File: src/rtl/ratcal_pkg.sv
package ratcal_pkg;
  localparam int OFFSET_W_DEF = 23;
  localparam int OFFSET_FRAC_DEF = 15;
  localparam int RATIO_W_DEF = 6;
  localparam int RATIO_FRAC_DEF = 3;
  localparam int WORD_W_DEF = 8;
  localparam int RATIO_INIT_DEF = 42;

  typedef enum logic [1:0] {
    CS_IDLE,
    CS_WAIT,
    CS_LAUNCH,
    CS_MUL
  } cal_state_t;

  typedef enum logic [1:0] {
    STEP_NONE,
    STEP_UP,
    STEP_DOWN
  } step_dir_t;
endpackage

File: src/rtl/ratcal_shiftmul.sv
module ratcal_shiftmul #(
  parameter int A_W = 23,
  parameter int B_W = 6
) (
  input  logic               clk,
  input  logic               rst,
  input  logic               go_i,
  input  logic [A_W-1:0]     a_i,
  input  logic [B_W-1:0]     b_i,
  output logic [A_W+B_W-1:0] prod_o,
  output logic               vld_o
);
  localparam int P_W = A_W + B_W;
  localparam int CNT_W = $clog2(B_W + 1);

  logic [P_W-1:0]   acc_q;
  logic [P_W-1:0]   mcand_q;
  logic [B_W-1:0]   mplr_q;
  logic [CNT_W-1:0] cnt_q;

  always_ff @(posedge clk) begin
    if (rst) begin
      acc_q   <= '0;
      mcand_q <= '0;
      mplr_q  <= '0;
      cnt_q   <= '0;
      vld_o   <= 1'b0;
    end else begin
      vld_o <= 1'b0;
      if (go_i) begin
        acc_q   <= '0;
        mcand_q <= {{B_W{1'b0}}, a_i};
        mplr_q  <= b_i;
        cnt_q   <= CNT_W'(B_W);
      end else if (cnt_q != '0) begin
        if (mplr_q[0]) acc_q <= acc_q + mcand_q;
        mcand_q <= mcand_q << 1;
        mplr_q  <= mplr_q >> 1;
        cnt_q   <= cnt_q - CNT_W'(1);
        if (cnt_q == CNT_W'(1)) vld_o <= 1'b1;
      end
    end
  end

  assign prod_o = acc_q;
endmodule

File: src/rtl/ratcal_intclamp.sv
module ratcal_intclamp #(
  parameter int P_W    = 29,
  parameter int FRAC_W = 18,
  parameter int WORD_W = 8
) (
  input  logic [P_W-1:0]    prod_i,
  output logic [WORD_W-1:0] word_o
);
  localparam int INT_W = P_W - FRAC_W;

  logic [INT_W-1:0] int_part;
  assign int_part = prod_i[P_W-1:FRAC_W];

  generate
    if (INT_W > WORD_W) begin : g_clamp
      always_comb begin
        if (int_part > INT_W'({WORD_W{1'b1}})) word_o = {WORD_W{1'b1}};
        else word_o = int_part[WORD_W-1:0];
      end
    end else begin : g_extend
      assign word_o = WORD_W'(int_part);
    end
  endgenerate
endmodule

File: src/rtl/ratcal_ctrl.sv
module ratcal_ctrl
  import ratcal_pkg::*;
#(
  parameter int OFFSET_W   = 23,
  parameter int RATIO_W    = 6,
  parameter int WORD_W     = 8,
  parameter int RATIO_INIT = 42
) (
  input  logic                clk,
  input  logic                rst,
  input  logic                start_i,
  input  logic [OFFSET_W-1:0] offset_i,
  input  logic [WORD_W-1:0]   settled_i,
  input  logic                settled_vld_i,
  input  logic [WORD_W-1:0]   est_i,
  input  logic                prod_vld_i,
  output logic                go_o,
  output logic [OFFSET_W-1:0] offset_o,
  output logic [RATIO_W-1:0]  ratio_o,
  output logic [WORD_W-1:0]   estimate_o,
  output logic                done_o,
  output logic                miss_o,
  output logic                idle_o
);
  localparam logic [RATIO_W-1:0] RAT_MAX = {RATIO_W{1'b1}};
  localparam logic [RATIO_W-1:0] RAT_INI = RATIO_W'(RATIO_INIT);

  cal_state_t        st_q;
  step_dir_t         dir_q;
  logic [WORD_W-1:0] ref_q;

  always_ff @(posedge clk) begin
    if (rst) begin
      st_q       <= CS_IDLE;
      dir_q      <= STEP_NONE;
      ref_q      <= '0;
      offset_o   <= '0;
      ratio_o    <= RAT_INI;
      estimate_o <= '0;
      done_o     <= 1'b0;
      miss_o     <= 1'b0;
    end else begin
      case (st_q)
        CS_IDLE: begin
          if (start_i) begin
            offset_o <= offset_i;
            ratio_o  <= RAT_INI;
            done_o   <= 1'b0;
            miss_o   <= 1'b0;
            dir_q    <= STEP_NONE;
            if (settled_vld_i) begin
              ref_q <= settled_i;
              st_q  <= CS_LAUNCH;
            end else begin
              st_q <= CS_WAIT;
            end
          end
        end
        CS_WAIT: begin
          if (settled_vld_i) begin
            ref_q <= settled_i;
            st_q  <= CS_LAUNCH;
          end
        end
        CS_LAUNCH: st_q <= CS_MUL;
        CS_MUL: begin
          if (prod_vld_i) begin
            estimate_o <= est_i;
            if (est_i == ref_q) begin
              done_o <= 1'b1;
              st_q   <= CS_IDLE;
            end else if (est_i > ref_q) begin
              if (dir_q == STEP_UP || ratio_o == '0) begin
                miss_o <= 1'b1;
                st_q   <= CS_IDLE;
              end else begin
                ratio_o <= ratio_o - RATIO_W'(1);
                dir_q   <= STEP_DOWN;
                st_q    <= CS_LAUNCH;
              end
            end else begin
              if (dir_q == STEP_DOWN || ratio_o == RAT_MAX) begin
                miss_o <= 1'b1;
                st_q   <= CS_IDLE;
              end else begin
                ratio_o <= ratio_o + RATIO_W'(1);
                dir_q   <= STEP_UP;
                st_q    <= CS_LAUNCH;
              end
            end
          end
        end
        default: st_q <= CS_IDLE;
      endcase
    end
  end

  assign go_o   = (st_q == CS_LAUNCH);
  assign idle_o = (st_q == CS_IDLE);
endmodule

File: src/rtl/ratio_trim_cal.sv
module ratio_trim_cal
  import ratcal_pkg::*;
#(
  parameter int OFFSET_W    = OFFSET_W_DEF,
  parameter int OFFSET_FRAC = OFFSET_FRAC_DEF,
  parameter int RATIO_W     = RATIO_W_DEF,
  parameter int RATIO_FRAC  = RATIO_FRAC_DEF,
  parameter int WORD_W      = WORD_W_DEF,
  parameter int RATIO_INIT  = RATIO_INIT_DEF
) (
  input  logic                clk,
  input  logic                rst,
  input  logic                start_i,
  input  logic [OFFSET_W-1:0] offset_i,
  input  logic [WORD_W-1:0]   settled_i,
  input  logic                settled_vld_i,
  output logic [RATIO_W-1:0]  ratio_o,
  output logic [WORD_W-1:0]   estimate_o,
  output logic                done_o,
  output logic                miss_o,
  output logic                idle_o
);
  localparam int PROD_W = OFFSET_W + RATIO_W;
  localparam int PROD_FRAC = OFFSET_FRAC + RATIO_FRAC;

  logic                go;
  logic [OFFSET_W-1:0] offset_q;
  logic [PROD_W-1:0]   prod;
  logic                prod_vld;
  logic [WORD_W-1:0]   est_word;

  ratcal_ctrl #(
    .OFFSET_W(OFFSET_W), .RATIO_W(RATIO_W), .WORD_W(WORD_W), .RATIO_INIT(RATIO_INIT)
  ) u_ctrl (
    .clk(clk), .rst(rst), .start_i(start_i), .offset_i(offset_i),
    .settled_i(settled_i), .settled_vld_i(settled_vld_i),
    .est_i(est_word), .prod_vld_i(prod_vld), .go_o(go), .offset_o(offset_q),
    .ratio_o(ratio_o), .estimate_o(estimate_o), .done_o(done_o),
    .miss_o(miss_o), .idle_o(idle_o)
  );

  ratcal_shiftmul #(.A_W(OFFSET_W), .B_W(RATIO_W)) u_mul (
    .clk(clk), .rst(rst), .go_i(go), .a_i(offset_q), .b_i(ratio_o),
    .prod_o(prod), .vld_o(prod_vld)
  );

  ratcal_intclamp #(.P_W(PROD_W), .FRAC_W(PROD_FRAC), .WORD_W(WORD_W)) u_clamp (
    .prod_i(prod), .word_o(est_word)
  );
endmodule

File: config.mk
export PLATFORM = sky130hd
export DESIGN_NAME = ratio_trim_cal
export DESIGN_NICKNAME = d
export VERILOG_FILES = /design/src/rtl/ratcal_pkg.sv /design/src/rtl/ratcal_shiftmul.sv /design/src/rtl/ratcal_intclamp.sv /design/src/rtl/ratcal_ctrl.sv /design/src/rtl/ratio_trim_cal.sv
export SDC_FILE = /design/constraint.sdc
export NUM_CORES = 1
export LEC_CHECK = 0
export ABC_AREA = 0
export BUFFER_PORTS_ARGS = -buffer_cell sky130_fd_sc_hd__buf_2
export CORE_MARGIN = 4
export CORE_UTILIZATION = 40
export DETAILED_ROUTE_END_ITERATION = 16
export HOLD_SLACK_MARGIN = 0.08
export SLEW_MARGIN = 10
export SYNTH_ARGS = -nofsm -noshare
export SYNTH_HDL_FRONTEND = slang
export SYNTH_SLANG_ARGS = --single-unit
File: constraint.sdc
create_clock -name clk -period 3.94 [get_ports clk]
set_clock_uncertainty 0.15 [all_clocks]
set_input_delay 0.788 -clock clk [delete_from_list [all_inputs] [get_ports clk]]
set_output_delay 0.788 -clock clk [all_outputs]
set_load 0.1 [all_outputs]
Yosys cells after proc, flatten, opt, wreduce, memory -nomap -nowiden:

Index checks and enable logic that the tools add are counted.

* flip-flop bits (word level): 119
* input port bits: 35
* output and inout bits: 17
* logic and storage cells: 101

* add/sub/neg operators: 4
* order comparisons: 2
* equal/unequal tests: 17
* muxes and demuxes: 44
* bitwise gates (word level): 1
* reductions and logical operators: 18

Operators with widths (number)
* 6-bit 2-to-1 mux: 8
* 23-bit 2-to-1 mux: 2
* 29-bit adder: 1
* 2-bit 2-to-1 mux: 14
* 8-bit 2-to-1 mux: 3
* 8-bit one-hot mux with 2 select lines: 1
* 6-bit one-hot mux with 2 select lines: 1
* 6-bit AND reduction: 2
* 11-bit by 8-bit > comparator with 1-bit output (second input constant): 1
* 1-bit 2-to-1 mux: 9
* 8-bit == test: 1
* 8-bit > comparator: 1
* 2-bit one-hot mux with 4 select lines: 1
* 2-bit AND reduction: 4
* 6-bit by 1-bit adder with 6-bit output (second input constant): 1
* 2-bit == test (second input constant): 3
* 6-bit == test (second input constant): 1
* 6-bit logical NOT: 1
* 3-bit 2-to-1 mux: 2
* 2-bit != test (second input constant): 3
* 3-bit != test (second input constant): 2
* 2-bit nonzero test: 3
* 6-bit by 1-bit subtractor with 6-bit output (second input constant): 1
* 2-bit by 1-bit == test with 1-bit output (second input constant): 2
* 15 further kinds: 18

Longest topological paths before layout:

* depth in word-level cells: 7
* depth in mapped cells: 18
* mapped depth without buffers: 18

Hierarchy:

Synthesis repeated with hierarchy kept, for this count alone.

* cells, all modules: 807
* area total of the unflattened synthesis: 6478.7 um^2

By module, submodules not included
* ratcal_shiftmul: times used 1, cells each 508, area each 4056.4 um^2, sequential area each 1361.3 um^2
* ratcal_ctrl: times used 1, cells each 291, area each 2362.3 um^2, sequential area each 1021.0 um^2
* ratcal_intclamp: times used 1, cells each 8, area each 60.1 um^2, sequential area each 0.0 um^2

Worst setup path before layout:

OpenSTA, ideal clock, no wires.

* path type: register to register
* from: register u_mul.acc_q[28], in the netlist u_mul.prod_o[28]
* to: register u_ctrl.ratio_o[5]
* arrival time: 3.208 ns
* data required time: 3.668 ns
* setup slack: 0.461 ns
* cell stages (with the launch flop): 19
* period minus slack after synthesis: 3.479 ns
* cells stage by stage: dfxtp_1 -> nor3_1 -> nand2b_1 -> ha_1 -> nor2b_1 -> o21a_1 -> o21a_1 -> o21bai_1 -> nand2_1 -> nand2_2 -> inv_2 -> ha_1 -> a21o_1 -> a21oi_1 -> o21bai_1 -> a21oi_1 -> xnor2_1 -> nand3_1 -> a2bb2oi_1

* longest elaborated chain between the ends: 7
* elaborated cells on any way between the ends: 12

RTL lines
* start, declared: RTL line ratcal_shiftmul.sv:16 `logic [P_W-1:0] acc_q;`
* start signal, assigned: RTL line ratcal_shiftmul.sv:36 `if (mplr_q[0]) acc_q <= acc_q + mcand_q;`
* 11-bit by 8-bit > comparator with 1-bit output (*): RTL line ratcal_intclamp.sv:17 `if (int_part > INT_W'({WORD_W{1'b1}})) word_o = {WORD_W{1'b1}};`
* 8-bit 2-to-1 mux (*): RTL line ratcal_intclamp.sv:17
* named net est_word[1]: RTL line ratio_trim_cal.sv:30 `logic [WORD_W-1:0] est_word;`
* 8-bit > comparator: RTL line ratcal_ctrl.sv:72 `end else if (est_i > ref_q) begin`
* 6-bit 2-to-1 mux: RTL line ratcal_ctrl.sv:72
* 6-bit 2-to-1 mux: RTL line ratcal_ctrl.sv:69 `if (est_i == ref_q) begin`
* 6-bit 2-to-1 mux: RTL line ratcal_ctrl.sv:67 `if (prod_vld_i) begin`
* 6-bit one-hot mux with 2 select lines: RTL line ratcal_ctrl.sv:43 `case (st_q)`
* end signal, assigned: RTL line ratcal_ctrl.sv:77 `ratio_o <= ratio_o - RATIO_W'(1);`
* end signal, assigned: RTL line ratcal_ctrl.sv:86 `ratio_o <= ratio_o + RATIO_W'(1);`
* end, declared: RTL line ratcal_ctrl.sv:19 `output logic [RATIO_W-1:0] ratio_o,`

Mark *: on every way through the listed nets, which the timed path passes. The rest lies on a longest branch. The select of a mux whose other input is x is not followed.
A chain may end at the register's enable or synchronous reset.

Worst setup path after layout:

Ends and elaborated chain as after synthesis.

==> run metrics <==
status=finished, final reports clean; fin crit share=a little under 90%; Final min period=approximately 3.5 ns; worst-case clock buffer depth=2; remaining routing DRC violations=0; # resized after CTS=0; Die Height=between 100 and 150 um; Syn. warnings=0; Skew-Pair Late Insertion Delay=just over 0.4 ns; synthesized cell area=~0.0064 sq mm; Min-Delay Path Class=reg -> reg; Critical-path top delay cell=dfxtp_1; top-area cell type share of the netlist area=between 30% and 40%; CP cell instances=nor3_1, buf_4, nand2b_1, ha_1, nor2b_1, o21a_1, o21a_1, o21bai_1, nand2_1, nand2_2, inv_2, ha_1, a21o_1, a21oi_1, o21bai_1, a21oi_1, xnor2_1, nand3_1, a2bb2oi_1; Crit path buffers/inverters=2; wire length of the first global-routing pass=between 20000 and 25000 um; Final Worst Setup Slack=0.440 ns; Final Max Slew Viols=0; WS Path Type=reg -> reg; TritonRoute pass-1 iters=4; synth unique cells=72; Main synth FF type=dfxtp_1; mux contribution to synthesized area=under 10%; starting density of the core=~40%; Post-CTS Setup Inserts=0; Post-synth EDFFs=0; Setup-failing EPs final=0; CTS HTree Levels=4; placed insts=about 980; top cell type by total area after synthesis=dfxtp_1; critical path required time=around 4 ns; Post-synth top cells=dfxtp_1, nand2_1, nor2_1; synthesized netlist cell count=about 760; peak supply drop=0.000377 V; Crit Path Max Fanout=7; Final Hold Fails=0; Post-synth ARST share=0%; Layout Cells excl Fill=just over 1000; total global routing overflow=0; post-synthesis compound-gate area fraction=19.9%; critical path arrival=~3.7 ns; Post-DP Area=0.00681 sq mm; IO Pins=52; hold slack=around 0.3 ns; startpoint type of the worst setup path=flop; Initial DRC Count=~240; RSZ-0062 raised after global routing=no; Synth Area in XOR/XNOR=around 3.3%; achievable clock frequency=~0.29 GHz; Core Util, Final=between 40% and 50%; total number of vias=a little over 5000; Design Power=3.57 mW; # fillers=about 1600; Tightest Pin Transition=0.958 ns; largest net degree at the start of global routing=84; antenna violations before repair=0; share of cells above drive strength 1=roughly 15%; Worst Setup End Kind=flop; leakage=between 3 and 4 nW; Port Buf Inserts=slightly above 50; clk root buf=clkbuf_16; Placement Setup Slack=around 0.42 ns; largest family of logic cells by synthesized area=compound AO/OA/AOI/OAI gates; Overall Global Routing Usage=about 16%; Die Wd=135 um; simple-gate share of the synthesized area=between 15 and 20%; num rows=46; CTS tree=done; top post-synthesis cells by area=dfxtp_1, mux2i_1, ha_1; setup TNS=0 ns; Core ar.=about 0.016 sq mm; vias in the first global route=4865; cts bufs inserted=17; Nets=roughly 870; Antenna Cells=0; ANT nets after route=0; Pwr Density=about 480 mW/mm^2; sequential area share after synthesis=a little under two fifths; Top delay family on crit path=compound AO/OA/AOI/OAI gates; Avg Cell Area, Syn=8.53 sq um; design area=around 0.0074 sq mm; syn_nets=834; clk sink count=roughly 120; adder-cell area share of the yosys netlist=8.78%; Max-Cap Viols=0; WL final=approximately 14000 um; CTS clk-pin slew, worst paths=roughly 0.050 ns; Avg WL per Cell=roughly 14 um; hold buffers post-CTS=0; HPWL after DPL=slightly below 10000 um; Seq cells post-synth=around 120; most common cell in the netlist=dfxtp_1; vias per std cell=about 5.1; Worst slew margin=between 30% and 40%; crit-path max cell delay=between 0.3 and 0.4 ns; Routability Congestion=0.889; Area Overhead vs Synth=15.0%; Die ar.=0.0182 sq mm
-- layer usage --
metal | global-route usage, % | vias up | wire length [um]
met5 | 0 | - | 0
met4 | 4.81 | 0 | 95
met3 | 4.14 | 14 | 486
met2 | 26.8 | 80 | 6900
met1 | 21.4 | 2379 | 6880
li1 | - | 2721 | -
-- state kept, by name (all words and copies together) (netlist names) --
register / flops
u_ctrl.dir_q: 2
u_ctrl.done_o: 1
u_mul.mplr_q: 6
u_ctrl.estimate_o: 8
u_mul.mcand_q: 29
u_ctrl.ratio_o: 6
u_ctrl.miss_o: 1
u_mul.vld_o: 1
u_mul.cnt_q: 3
u_mul.prod_o: 29
u_ctrl.st_q: 2
u_ctrl.ref_q: 8
u_ctrl.offset_o: 23
-- cells by family after synthesis --
family          Yosys count
simple gates            258
fa+ha+maj                44
xor+xnor                 24
buf+inv                  68
flops                   119
compound gates          187
mux                      55
-- where the power goes --
group / switching [mW] / internal, mW
logic: 0.385 / 0.274
clock network: 0.530 / 1.04
registers: 0.0593 / 1.28
total: 0.975 / 2.59
-- cells in the final DEF (no fill, tap or decap), types with 11 or more instances in the layout --
cell type / n
xnor2_1: 16
mux2i_1: 54
nand2_1: 100
nand3_1: 17
buf_2: 51
o21ai_0: 13
nand2b_1: 11
ha_1: 41
a211oi_1: 33
a21oi_1: 69
nor2_1: 82
inv_1: 23
a21o_1: 18
dfxtp_1: 119
clkbuf_16: 17
-- worst min-delay path, stage by stage (launching register included) --
cell	delay, ns
dfxtp_1	0.31
nand2_1	0.05
a21oi_1	0.05
-- path summary, 6_finish.rpt --
check / startpoint / endpoint / slack [ns] / depth (start not counted)
setup / recovery: u_mul.prod_o[28]$_SDFFE_PP0P_ / u_ctrl.ratio_o[5]$_SDFFE_PP1P_ / 0.44 / 19
hold / removal: u_ctrl.offset_o[4]$_SDFFE_PP0P_ / u_ctrl.offset_o[4]$_SDFFE_PP0P_ / 0.30 / 2
setup reg to reg: u_mul.prod_o[28]$_SDFFE_PP0P_ / u_ctrl.ratio_o[5]$_SDFFE_PP1P_ / 0.44 / 19
hold reg to reg: u_ctrl.offset_o[4]$_SDFFE_PP0P_ / u_ctrl.offset_o[4]$_SDFFE_PP0P_ / 0.30 / 2
-- layout make-up --
class                           count  area [sq um]  share of cell area [%]
Multi-Input combinational cell    568          3770                    50.8
Clock inverter                      8           121                    1.64
Clock buffer                       23           478                    6.45
Tap cell                          216           270                    3.65
Sequential cell                   119          2380                    32.2
Timing Repair Buffer               57           300                    4.05
Inverter                           24          90.1                    1.22
(Power assumes the default switching activity.)
